[src/rtl/dw_pkg.sv]
package dw_pkg;

  typedef enum logic [3:0] {
    ST_IDLE,
    ST_ADDR,
    ST_AACK,
    ST_INSTR,
    ST_IACK,
    ST_DATA,
    ST_DACK,
    ST_RD,
    ST_RACK,
    ST_RNEXT,
    ST_WAIT
  } dw_state_e;

  // Full 7-bit device address from the fixed high part and the selected low part.
  function automatic logic [6:0] dev_addr(input logic [4:0] hi,
                                          input logic [1:0] lo_fixed,
                                          input logic [1:0] strap,
                                          input logic       use_strap);
    return {hi, (use_strap ? strap : lo_fixed)};
  endfunction

  // Serial shift, MSB first.
  function automatic logic [7:0] shift_in(input logic [7:0] sh, input logic b);
    return {sh[6:0], b};
  endfunction

endpackage

[src/rtl/dw_sync.sv]
module dw_sync #(
  parameter int N      = 2,
  parameter int STAGES = 2
) (
  input  logic         clk,
  input  logic         rst_n,
  input  logic [N-1:0] d,
  output logic [N-1:0] q
);
  logic [N-1:0] stage_q [STAGES];

  generate
    for (genvar s = 0; s < STAGES; s++) begin : g_stage
      always_ff @(posedge clk or negedge rst_n) begin
        if (!rst_n) stage_q[s] <= '1;
        else if (s == 0) stage_q[s] <= d;
        else stage_q[s] <= stage_q[(s == 0) ? 0 : s-1];
      end
    end
  endgenerate

  assign q = stage_q[STAGES-1];
endmodule

[src/rtl/dw_bus_events.sv]
module dw_bus_events (
  input  logic clk,
  input  logic rst_n,
  input  logic scl_s,
  input  logic sda_s,
  output logic start_evt,
  output logic stop_evt,
  output logic scl_rise,
  output logic scl_fall
);
  logic scl_q, sda_q;

  always_ff @(posedge clk or negedge rst_n) begin
    if (!rst_n) begin
      scl_q <= 1'b1;
      sda_q <= 1'b1;
    end else begin
      scl_q <= scl_s;
      sda_q <= sda_s;
    end
  end

  assign start_evt = scl_s && scl_q && sda_q && !sda_s;
  assign stop_evt  = scl_s && scl_q && !sda_q && sda_s;
  assign scl_rise  = scl_s && !scl_q;
  assign scl_fall  = !scl_s && scl_q;
endmodule

[src/rtl/dw_wiper_bank.sv]
module dw_wiper_bank #(
  parameter int WIPER_W = 8,
  parameter int NCH     = 2
) (
  input  logic                            clk,
  input  logic                            rst_n,
  input  logic                            load,
  input  logic [$clog2(NCH)-1:0]          sel,
  input  logic [WIPER_W-1:0]              data,
  output logic [NCH-1:0][WIPER_W-1:0]     codes
);
  localparam logic [WIPER_W-1:0] MID = WIPER_W'(1) << (WIPER_W-1);

  generate
    for (genvar c = 0; c < NCH; c++) begin : g_ch
      always_ff @(posedge clk or negedge rst_n) begin
        if (!rst_n) codes[c] <= MID;
        else if (load && (sel == c)) codes[c] <= data;
      end
    end
  endgenerate
endmodule

[src/rtl/dw_i2c_wiper.sv]
module dw_i2c_wiper #(
  parameter int         WIPER_W       = 8,
  parameter bit         USE_STRAP     = 1'b1,
  parameter logic [4:0] ADDR_HI       = 5'b01011,
  parameter logic [1:0] ADDR_LO_FIXED = 2'b11,
  parameter int         SYNC_STAGES   = 2
) (
  input  logic               clk,
  input  logic               rst_n,
  input  logic               scl_i,
  input  logic               sda_i,
  input  logic [1:0]         strap_i,
  output logic               sda_pull_o,
  output logic [WIPER_W-1:0] wiper0_o,
  output logic [WIPER_W-1:0] wiper1_o,
  output logic               shutdown_o
);
  import dw_pkg::*;

  localparam int NCH    = 2;
  localparam int BYTE_W = 8;
  localparam int CNT_W  = $clog2(BYTE_W);
  localparam logic [CNT_W-1:0] LAST_BIT = CNT_W'(BYTE_W-1);

  // Named internal events, observed by the checker.
  logic       scl_s, sda_s;
  logic       start_evt, stop_evt, scl_rise, scl_fall;
  logic       load_evt;
  logic       ptr_q;

  logic [1:0] pins_s;
  dw_sync #(.N(2), .STAGES(SYNC_STAGES)) u_sync (
    .clk(clk), .rst_n(rst_n), .d({scl_i, sda_i}), .q(pins_s)
  );
  assign scl_s = pins_s[1];
  assign sda_s = pins_s[0];

  dw_bus_events u_ev (
    .clk(clk), .rst_n(rst_n), .scl_s(scl_s), .sda_s(sda_s),
    .start_evt(start_evt), .stop_evt(stop_evt),
    .scl_rise(scl_rise), .scl_fall(scl_fall)
  );

  dw_state_e        state;
  logic [CNT_W-1:0] cnt;
  logic [7:0]       sh, tx;
  logic             rw_q, sd_q, slot_q, pull_q;

  logic             byte_end;
  logic [7:0]       rx_byte;
  logic [7:0]       rd_byte;
  logic [NCH-1:0][WIPER_W-1:0] codes;

  assign byte_end = scl_rise && (cnt == LAST_BIT);
  assign rx_byte  = shift_in(sh, sda_s);
  assign load_evt = (state == ST_DATA) && byte_end;
  assign rd_byte  = BYTE_W'(codes[ptr_q]);

  dw_wiper_bank #(.WIPER_W(WIPER_W), .NCH(NCH)) u_bank (
    .clk(clk), .rst_n(rst_n), .load(load_evt), .sel(ptr_q),
    .data(rx_byte[WIPER_W-1:0]), .codes(codes)
  );

  always_ff @(posedge clk or negedge rst_n) begin
    if (!rst_n) begin
      state  <= ST_IDLE;
      cnt    <= '0;
      sh     <= '0;
      tx     <= '0;
      rw_q   <= 1'b0;
      sd_q   <= 1'b0;
      ptr_q  <= 1'b0;
      slot_q <= 1'b0;
      pull_q <= 1'b0;
    end else if (start_evt) begin
      state  <= ST_ADDR;
      cnt    <= '0;
      slot_q <= 1'b0;
      pull_q <= 1'b0;
    end else if (stop_evt) begin
      state  <= ST_IDLE;
      slot_q <= 1'b0;
      pull_q <= 1'b0;
    end else begin
      case (state)
        ST_ADDR, ST_INSTR, ST_DATA: begin
          if (scl_rise) begin
            sh  <= rx_byte;
            cnt <= cnt + 1'b1;
          end
          if (byte_end) begin
            if (state == ST_ADDR) begin
              if (rx_byte[7:1] == dev_addr(ADDR_HI, ADDR_LO_FIXED, strap_i, USE_STRAP)) begin
                rw_q  <= rx_byte[0];
                state <= ST_AACK;
              end else begin
                state <= ST_WAIT;
              end
            end else if (state == ST_INSTR) begin
              ptr_q <= rx_byte[7];
              sd_q  <= rx_byte[6];
              state <= ST_IACK;
            end else begin
              state <= ST_DACK;
            end
          end
        end
        ST_AACK, ST_IACK, ST_DACK: begin
          if (scl_fall) begin
            if (!slot_q) begin
              pull_q <= 1'b1;
              slot_q <= 1'b1;
            end else begin
              slot_q <= 1'b0;
              cnt    <= '0;
              if (state == ST_AACK && rw_q) begin
                tx     <= rd_byte;
                pull_q <= ~rd_byte[7];
                state  <= ST_RD;
              end else begin
                pull_q <= 1'b0;
                state  <= (state == ST_AACK) ? ST_INSTR :
                          (state == ST_IACK) ? ST_DATA : ST_WAIT;
              end
            end
          end
        end
        ST_RD: begin
          if (scl_fall) begin
            if (cnt == LAST_BIT) begin
              pull_q <= 1'b0;
              state  <= ST_RACK;
            end else begin
              cnt    <= cnt + 1'b1;
              tx     <= tx << 1;
              pull_q <= ~tx[6];
            end
          end
        end
        ST_RACK: begin
          if (scl_rise) state <= sda_s ? ST_WAIT : ST_RNEXT;
        end
        ST_RNEXT: begin
          if (scl_fall) begin
            cnt    <= '0;
            tx     <= rd_byte;
            pull_q <= ~rd_byte[7];
            state  <= ST_RD;
          end
        end
        default: ;
      endcase
    end
  end

  assign sda_pull_o = pull_q;
  assign wiper0_o   = codes[0];
  assign wiper1_o   = codes[1];
  assign shutdown_o = sd_q;
endmodule

[config.mk]
export PLATFORM = sky130hd
export DESIGN_NAME = dw_i2c_wiper
export DESIGN_NICKNAME = d
export VERILOG_FILES = /design/src/rtl/dw_pkg.sv /design/src/rtl/dw_sync.sv /design/src/rtl/dw_bus_events.sv /design/src/rtl/dw_wiper_bank.sv /design/src/rtl/dw_i2c_wiper.sv
export SDC_FILE = /design/constraint.sdc
export NUM_CORES = 1
export LEC_CHECK = 0
export BUFFER_PORTS_ARGS = -buffer_cell sky130_fd_sc_hd__buf_2
export CAP_MARGIN = 5
export CORE_MARGIN = 2
export CORE_UTILIZATION = 25
export CTS_CLUSTER_DIAMETER = 120
export CTS_CLUSTER_SIZE = 28
export DETAILED_ROUTE_END_ITERATION = 10
export GPL_ROUTABILITY_DRIVEN = 0
export GPL_TIMING_DRIVEN = 0
export HOLD_SLACK_MARGIN = 0.02
export PLACE_DENSITY = 0.49
export SLEW_MARGIN = 40
export SYNTH_ARGS = -nofsm -noshare
export SYNTH_HDL_FRONTEND = slang
export SYNTH_SLANG_ARGS = --single-unit
[constraint.sdc]
create_clock -name clk -period 4.78 [get_ports clk]
set_clock_uncertainty 0.15 [all_clocks]
set_input_delay 0.239 -clock clk [delete_from_list [all_inputs] [get_ports clk]]
set_output_delay 0.239 -clock clk [all_outputs]
set_load 0.005 [all_outputs]
==> results by stage, run 1 <==
GRT:
- The combined global-route utilization of all metal layers is 10.8%.
- The wire length of the first global-routing pass is 9630 um.
- The via count of the first global-routing pass is 1891.
- The number of antenna violations at the first check in global routing came to 0.
- Entering global routing, the biggest net connects 49 pins.
- The overall overflow remaining after global route is 0.

STA:
- The minimum hold slack is 0.210 ns.
- The number of slew-limit violations in the final report came to 0.
- In the finished design, the share of the clock period the worst path needs comes to 45.5%.
- For this run, the top clock speed supported by timing is 460 MHz.
- Setup repair after global routing left no endpoint under its margin.
- The final total negative setup slack is 0 ns.
- The transition time of the tightest slew-check pin is 0.618 ns.
- The final count of negative-setup-slack endpoints is 0.
- The total count of hold-check failures in the final report came to 0.
- The worst-case headroom to the max-slew limit is 58.8%.
- The final critical path time including I/O delays and setup is 2.18 ns.

Worst setup path:
- Data on the critical path is required at its endpoint by 4.83 ns.
- The critical path data arrival time is 2.22 ns.
- The worst register-to-register path begins at u_sync.q[1]$_DFF_PN1_.
- The worst setup path is captured at a flop.
- Along the worst path, the maximum fanout reaches 10.
- The critical path launch point type is a flop.
- In this run the worst setup path begins at u_sync.q[1]$_DFF_PN1_.
- The setup check on the worst reg-to-reg path leaves a slack of 2.60 ns.
- The class of the most critical setup path is reg -> reg.

Floorplan:
- The full die area is 11200 um^2.
- After floorplanning, the core was divided into 37 placement rows.
- The die span in y is 106 um.
- For this design the top-level I/O count stands at 24.
- The initial core utilization is 25.4%.
- The total area inside the core boundary comes to 10200 um^2.
- The floorplan die width is 106 um.

Synth:
- In the post-synthesis netlist, the biggest area contributors are sky130_fd_sc_hd__dfrtp_1 (39%), sky130_fd_sc_hd__mux2_2 (13%), sky130_fd_sc_hd__dfstp_2 (8.1%).
- The Yosys step of the flow raised 0 warnings.
- The fraction of post-synthesis cell area in the top cell type by area is 38.6%.
- Counting flops with an async set or reset pin after synthesis yields a share of 100%.
- After synthesis the cells add up to 2590 um^2.
- The top cell type by total area after synthesis is sky130_fd_sc_hd__dfrtp_1.
- The number of synthesized flops with an enable pin is 0.
- Synthesis produced 225 cells.
- The synthesized flop and latch total is 48.
- After synthesis, the mean cell area works out to 11.5 um^2.
- The distinct cell type count of the synthesized netlist is 63.
- The leading register cell type out of synthesis is sky130_fd_sc_hd__dfrtp_1.
- The post-synthesis net count is 233.
- Summing the sequential cell areas from Yosys gives 46.8% of the chip area.

Detailed routing:
- After detailed routing, the met2 layer carries 2750 um of wire.
- The via total after detailed routing is 1878.
- The detailed-route DRC error count is 0.
- The routed design uses 194 um of met3 wire.
- The first TritonRoute pass finished after 4 iterations.
- The detail route stage leaves a number of antenna-violating nets equal to 0.
- In the final routed layout, each cell accounts on average for 14.7 um.
- After the first detailed-routing iteration, the DRC count stood at 140.
- The top metal layer carrying routed signals is met4.
- The routed design has 5810 um of wire.
- In the routed layout, each cell is associated on average with a via count of 4.75.
- The detailed router put a total of 2720 um of wire on met1.

Finish:
- Across the whole layout, storage elements account for 1210 um^2.
- The area added between synthesis and finish is 17.6%.
- Summing all multi-input logic gate instances after layout gives 1280 um^2.
- 0 antenna diodes ended up in the layout.
- Fill cells in the final layout number 1093.
- The most common library cell in the layout ignoring fill and taps is sky130_fd_sc_hd__dfrtp_1.
- Cells with a size suffix above 1 make up 36.3% of the layout.
- The count of nets after finishing is 266.
- The library cells used most frequently in the layout, excluding fill and tap cells, are sky130_fd_sc_hd__dfrtp_1 (40), sky130_fd_sc_hd__mux2_2 (30), sky130_fd_sc_hd__buf_2 (29), sky130_fd_sc_hd__nor2_1 (19), sky130_fd_sc_hd__a21oi_1 (15).

Clock tree:
- The source-to-sink clock delay at the later pin of the worst-skew pair is 0.30 ns.
- In this run, CTS created clock tree buffers numbering 5.
- The tree built by TritonCTS fans out to 48 sinks.
- The clock passes through at most 2 buffers.
- The TritonCTS clock tree is built.
- The root buffer cell chosen for the clock tree is sky130_fd_sc_hd__clkbuf_8.
- Clock-pin slew was measured on the worst setup and hold paths at 0.09 ns.
- The H-tree depth reported by CTS is 2.

Pwr:
- For this design the ratio of total power to cell area is 464 nW/um^2.
- VDD sags by at most 0.000248 V.
- The analysis attributes to cell leakage a power of 0.00139 uW.

Place:
- The final HPWL from detailed placement is 4100 um.
- In this run the tool buffered the top-level ports with 23 buffer cells.

Outcome:
- The run finished with clean final reports.

Job:
- Max-cap violations in this run came to 0.

Hold path:
- The worst min-delay path startpoint is u_sync.stage_q[3]$_DFF_PN1_.
- In this run the worst hold path is classified as reg -> reg.
stage by stage:
stage	total power, uW	util (%)	instance area, um^2	instances	setup slack (ns)
floorplan	935	-	2590	225	2.87
global placement	1060	28.2	2880	384	2.59
detailed placement	1060	28.3	2880	384	2.57
CTS	1420	29.9	3050	395	2.57
global route	1510	29.9	3050	395	2.44
finish	1410	29.9	3050	395	2.60
worst paths after layout:
path                                               endpoint  cells after the start
worst max-delay path            u_bank.codes[3]$_DFFE_PN0P_                      5
worst min-delay path                  u_sync.q[1]$_DFF_PN1_                      0
worst max register to register  u_bank.codes[3]$_DFFE_PN0P_                      5
worst min register to register        u_sync.q[1]$_DFF_PN1_                      0
max in group asynchronous                 tx[5]$_DFFE_PN0P_                      2
min in group asynchronous                cnt[2]$_DFFE_PN0P_                      2
where the power goes:
group | switching, uW | internal [uW]
logic | 312 | 224
registers | 56.1 | 470
clock network | 140 | 211
routing by layer:
metal  vias up  global-route usage [%]
met5         -                       0
li1        886                       -
met1       932                    14.2
met4         0                    4.89
met3        13                    1.42
met2        47                    17.7
critical path: stages (launching register included):
cell and delay, ns:
sky130_fd_sc_hd__dfstp_2 0.55, sky130_fd_sc_hd__buf_6 0.13, sky130_fd_sc_hd__nor2b_2 0.22, sky130_fd_sc_hd__nand4_2 0.19, sky130_fd_sc_hd__nor3_4 0.44, sky130_fd_sc_hd__mux2_2 0.40
synthesized netlist by cell type, types with 2 or more instances:
cell type	count
sky130_fd_sc_hd__dfrtp_1	40
sky130_fd_sc_hd__mux2_2	30
sky130_fd_sc_hd__nor2_1	19
sky130_fd_sc_hd__a21oi_1	15
sky130_fd_sc_hd__nand2_1	10
sky130_fd_sc_hd__mux2i_1	9
sky130_fd_sc_hd__dfstp_2	8
sky130_fd_sc_hd__buf_2	7
sky130_fd_sc_hd__inv_1	6
sky130_fd_sc_hd__o21ai_0	6
sky130_fd_sc_hd__mux2_1	4
sky130_fd_sc_hd__nand2b_1	3
sky130_fd_sc_hd__nand3b_1	3
sky130_fd_sc_hd__nand4b_1	3
sky130_fd_sc_hd__xor2_1	3
sky130_fd_sc_hd__a211oi_1	2
sky130_fd_sc_hd__a31oi_1	2
sky130_fd_sc_hd__a32oi_1	2
sky130_fd_sc_hd__and2_1	2
sky130_fd_sc_hd__buf_4	2
sky130_fd_sc_hd__buf_6	2
sky130_fd_sc_hd__ha_1	2
sky130_fd_sc_hd__nand3_1	2
sky130_fd_sc_hd__nand4bb_1	2
sky130_fd_sc_hd__o221ai_1	2
sky130_fd_sc_hd__xnor2_1	2
cells by family (layout without fill, tap and decap cells):
| family | Yosys count | after routing | share of synthesized area, % |
|---|---|---|---|
| AND/OR/NAND/NOR | 61 | 61 | 14.3 |
| AO/OA/AOI/OAI | 48 | 48 | 14.2 |
| flip-flops | 48 | 48 | 46.8 |
| multiplexers | 43 | 43 | 18.3 |
| buffers and inverters | 18 | 52 | 3.82 |
| XOR/XNOR | 5 | 5 | 1.69 |
| adder cells (fa/ha/maj) | 2 | 2 | 0.966 |
cell type report:
cell class | instances | area share (%)
multi-input combinational | 159 | 42.0
sequential | 48 | 39.8
tap | 136 | 5.59
timing repair buffer | 26 | 4.85
buffer | 12 | 2.51
clock buffer | 5 | 2.26
clock inverter | 3 | 2.26
inverter | 6 | 0.740
sequential cells by signal, summed over array words and instances (netlist names):
signal,flops
cnt,3
ptr_q,1
rw_q,1
sda_pull_o,1
sh,7
shutdown_o,1
slot_q,1
state,4
tx,7
u_bank.codes,16
u_ev.scl_q,1
u_ev.sda_q,1
u_sync.q,2
u_sync.stage_q,2
what timing repair did:
action / 4_1_cts / 5_1_grt
setup buffers: 0 / 0
gates resized for setup: 0 / 0
hold buffers: 3 / 0
setup endpoints to repair: 0 / 0
hold endpoints to repair: 42 / 0
(Power assumes the default switching activity.)
==> run 2: changes to the inputs <==
- clock period: 4.78 -> 2.2 ns (I/O delays scaled with it)
==> results by stage, run 2 (same netlist as run 1, synthesis figures left out) <==
Clock tree:
- The clock transition at the registers of the reported paths is 0.10 ns (about the same).
- Clock tree synthesis selected as its root buffer the cell sky130_fd_sc_hd__clkbuf_8.
- The total CTS buffers is 5 (unchanged).
- The source-to-sink clock delay at the later pin of the worst-skew pair came to 0.30 ns (about the same).
- The clock sink total is 48 (unchanged).
- The buffer levels on the longest clock path is 2 (unchanged).
- The H-tree depth reported by CTS is 2 (unchanged).
- The TritonCTS clock tree is built.

GRT:
- The pin count of the biggest net entering global routing came to 49 (unchanged).
- The wire length of the first global-routing pass is 9650 um (+0.29%).
- The via count of the first global-routing pass is 1895 (+0.21%).
- The number of antenna violations at the first check in global routing is 0 (unchanged).
- The overall overflow remaining after global route came to 0 (unchanged).
- The combined global-route utilization of all metal layers was 10.8% (+0.026 points).

Finish:
- The largest register by flop count is u_bank.codes.
- The fraction of final layout cells sized beyond drive strength 1 is 37.8% (+1.5 points).
- The top cell types in the final layout, fill and taps aside, are sky130_fd_sc_hd__dfrtp_1 (40), sky130_fd_sc_hd__mux2_2 (30), sky130_fd_sc_hd__buf_2 (29), sky130_fd_sc_hd__nor2_1 (19), sky130_fd_sc_hd__a21oi_1 (15).
- The count of nets after finishing came to 266 (unchanged).
- The post-layout instance count excluding filler cells is 395 (unchanged).
- The largest registers in the layout are u_bank.codes (16), sh (7), tx (7).
- The library cell used most frequently in the layout, excluding fill and tap cells, is sky130_fd_sc_hd__dfrtp_1.
- The final antenna diode count is 0 (unchanged).
- The area growth from synthesis to layout is 18.8%.
- The final core utilization is 30.2% (+0.32 points).
- The number of filler cells placed in the layout is 1086 (-0.64%).
- The flip-flop count of the largest register, all copies and words added is 16 (unchanged).

Worst setup path:
- The cell type group with the largest total delay on the critical path is simple AND/OR/NAND/NOR gates.
- Walking the worst path, the cells encountered are buf_6, nor2b_4, nand4_2, nor3_4, buf_12, mux2_2.
- STA classifies the critical path endpoint as a flop.
- STA classifies the critical path startpoint as a flop.
- The required time of the worst setup path is 2.25 ns (-2.58 ns).
- The critical-path cell with the highest stage delay is sky130_fd_sc_hd__dfstp_2.
- The largest fanout on the critical path is 10 (unchanged).
- The number of buffers and inverters on the critical path is 2 (+1).
- The critical path data arrival time is 2.09 ns (-0.13 ns).
- The class of the most critical setup path is reg -> reg.
- The delay of the slowest critical-path stage was 0.55 ns (about the same).

Floorplan:
- The full die area is 11200 um^2 (unchanged).
- The site row count is 37 (unchanged).
- The floorplan core area is 10200 um^2 (unchanged).
- The floorplan die width came to 106 um (unchanged).
- The die span in y is 106 um (unchanged).
- The initial core utilization is 25.4% (unchanged).
- The number of top-level design ports was 24 (unchanged).

Detailed routing:
- The vias per cell is 4.76 (+0.16%).
- The number of DRC markers in iteration 0 was 120 (-14%).
- The sum of routed wire length over all layers came to 5820 um (+0.21%).
- The number of search-and-repair iterations in the first detailed-routing pass is 4 (unchanged).
- The remaining antenna violation count is 0 (unchanged).
- The detailed-route wire length per cell is 14.7 um (+0.21%).
- The detailed-route DRC error count was 0 (unchanged).
- The via total after detailed routing was 1881 (+0.16%).

Job:
- The max-capacitance violation count is 0 (unchanged).

Place:
- The number of buffers inserted by port buffering is 23 (unchanged).
- The final HPWL from detailed placement is 4100 um (unchanged).
- The setup slack at placement came to -0.0118 ns (-2.58 ns).
- The count of placed standard cells including taps is 384 (unchanged).

STA:
- The period utilization is 93.0% (+47 points).
- The number of slew-limit violations in the final report is 0 (unchanged).
- The final count of negative-setup-slack endpoints was 0 (unchanged).
- The worst setup slack after layout is 0.154 ns (-2.45 ns).
- Setup repair after global routing left no endpoint under its margin.
- The total count of hold-check failures in the final report was 0 (unchanged).
- The transition time of the tightest slew-check pin is 0.619 ns (+0.00159 ns).
- The highest achievable clock rate is 489 MHz (+6.3%).
- The worst-case headroom to the max-slew limit is 58.7% (-0.11 points).
- The minimum hold slack is 0.210 ns (+0.000419 ns).
- The final critical path time including I/O delays and setup was 2.05 ns (-0.129 ns).

Pwr:
- The total power per unit cell area came to 1000 nW/um^2 (+120%).
- The worst IR drop on VDD is 0.000543 V (+120%).
- The leakage power is 0.00140 uW (+0.67%).

Outcome:
- The flow ran to the end, and the final reports show no timing, DRC or antenna violations.

Hold path:
- The class of the tightest hold or removal check is reg -> reg.
-- run 2: layout make-up --
cell class                 instances  area [um^2]  area share, %
buffer                            11         72.6           2.36
clock buffer                       5         68.8           2.24
clock inverter                     3         68.8           2.24
inverter                           6         22.5          0.732
multi-input combinational        159         1300           42.1
sequential                        48         1210           39.3
tap                              136          170           5.53
timing repair buffer              27          168           5.45
-- run 2: metrics by stage --
stage | cell area (um^2) | total power, uW | setup TNS [ns]
after global placement | 2880 | 2310 | 0
after floorplan | 2590 | 2030 | 0
final | 3080 | 3080 | 0
after CTS | 3070 | 3090 | 0
after detailed placement | 2880 | 2310 | -0.0118
after global routing | 3080 | 3290 | 0
-- run 2: repair_timing --
item | CTS | global route
pin swaps | 1 | 1
endpoints found under the setup margin | 2 | 13
gates resized for setup | 0 | 4
endpoints found under the hold margin | 42 | 0
hold buffers | 3 | 0
buffers inserted | 1 | 0
-- run 2: where the power goes --
group,switching (uW),total (uW),internal (uW)
clock network,306,764,457
logic,679,1170,490
registers,124,1150,1020
-- run 2: layer usage --
layer	track usage [%]	up-vias	routed length, um
met5	0	-	0
met4	4.79	0	123
met3	1.36	9	216
met2	17.9	53	2800
met1	14.2	934	2680
li1	-	885	-
-- run 2: worst paths after layout --
kind	from	end	slack [ns]	cells past startpoint
min in group asynchronous	rst_n	cnt[2]$_DFFE_PN0P_	0.22	2
worst max-delay path	u_sync.q[1]$_DFF_PN1_	u_bank.codes[3]$_DFFE_PN0P_	0.15	6
worst max register to register	u_sync.q[1]$_DFF_PN1_	u_bank.codes[3]$_DFFE_PN0P_	0.15	6
worst min register to register	u_sync.stage_q[3]$_DFF_PN1_	u_sync.q[1]$_DFF_PN1_	0.21	0
max in group asynchronous	rst_n	tx[5]$_DFFE_PN0P_	1.28	2
worst min-delay path	u_sync.stage_q[3]$_DFF_PN1_	u_sync.q[1]$_DFF_PN1_	0.21	0
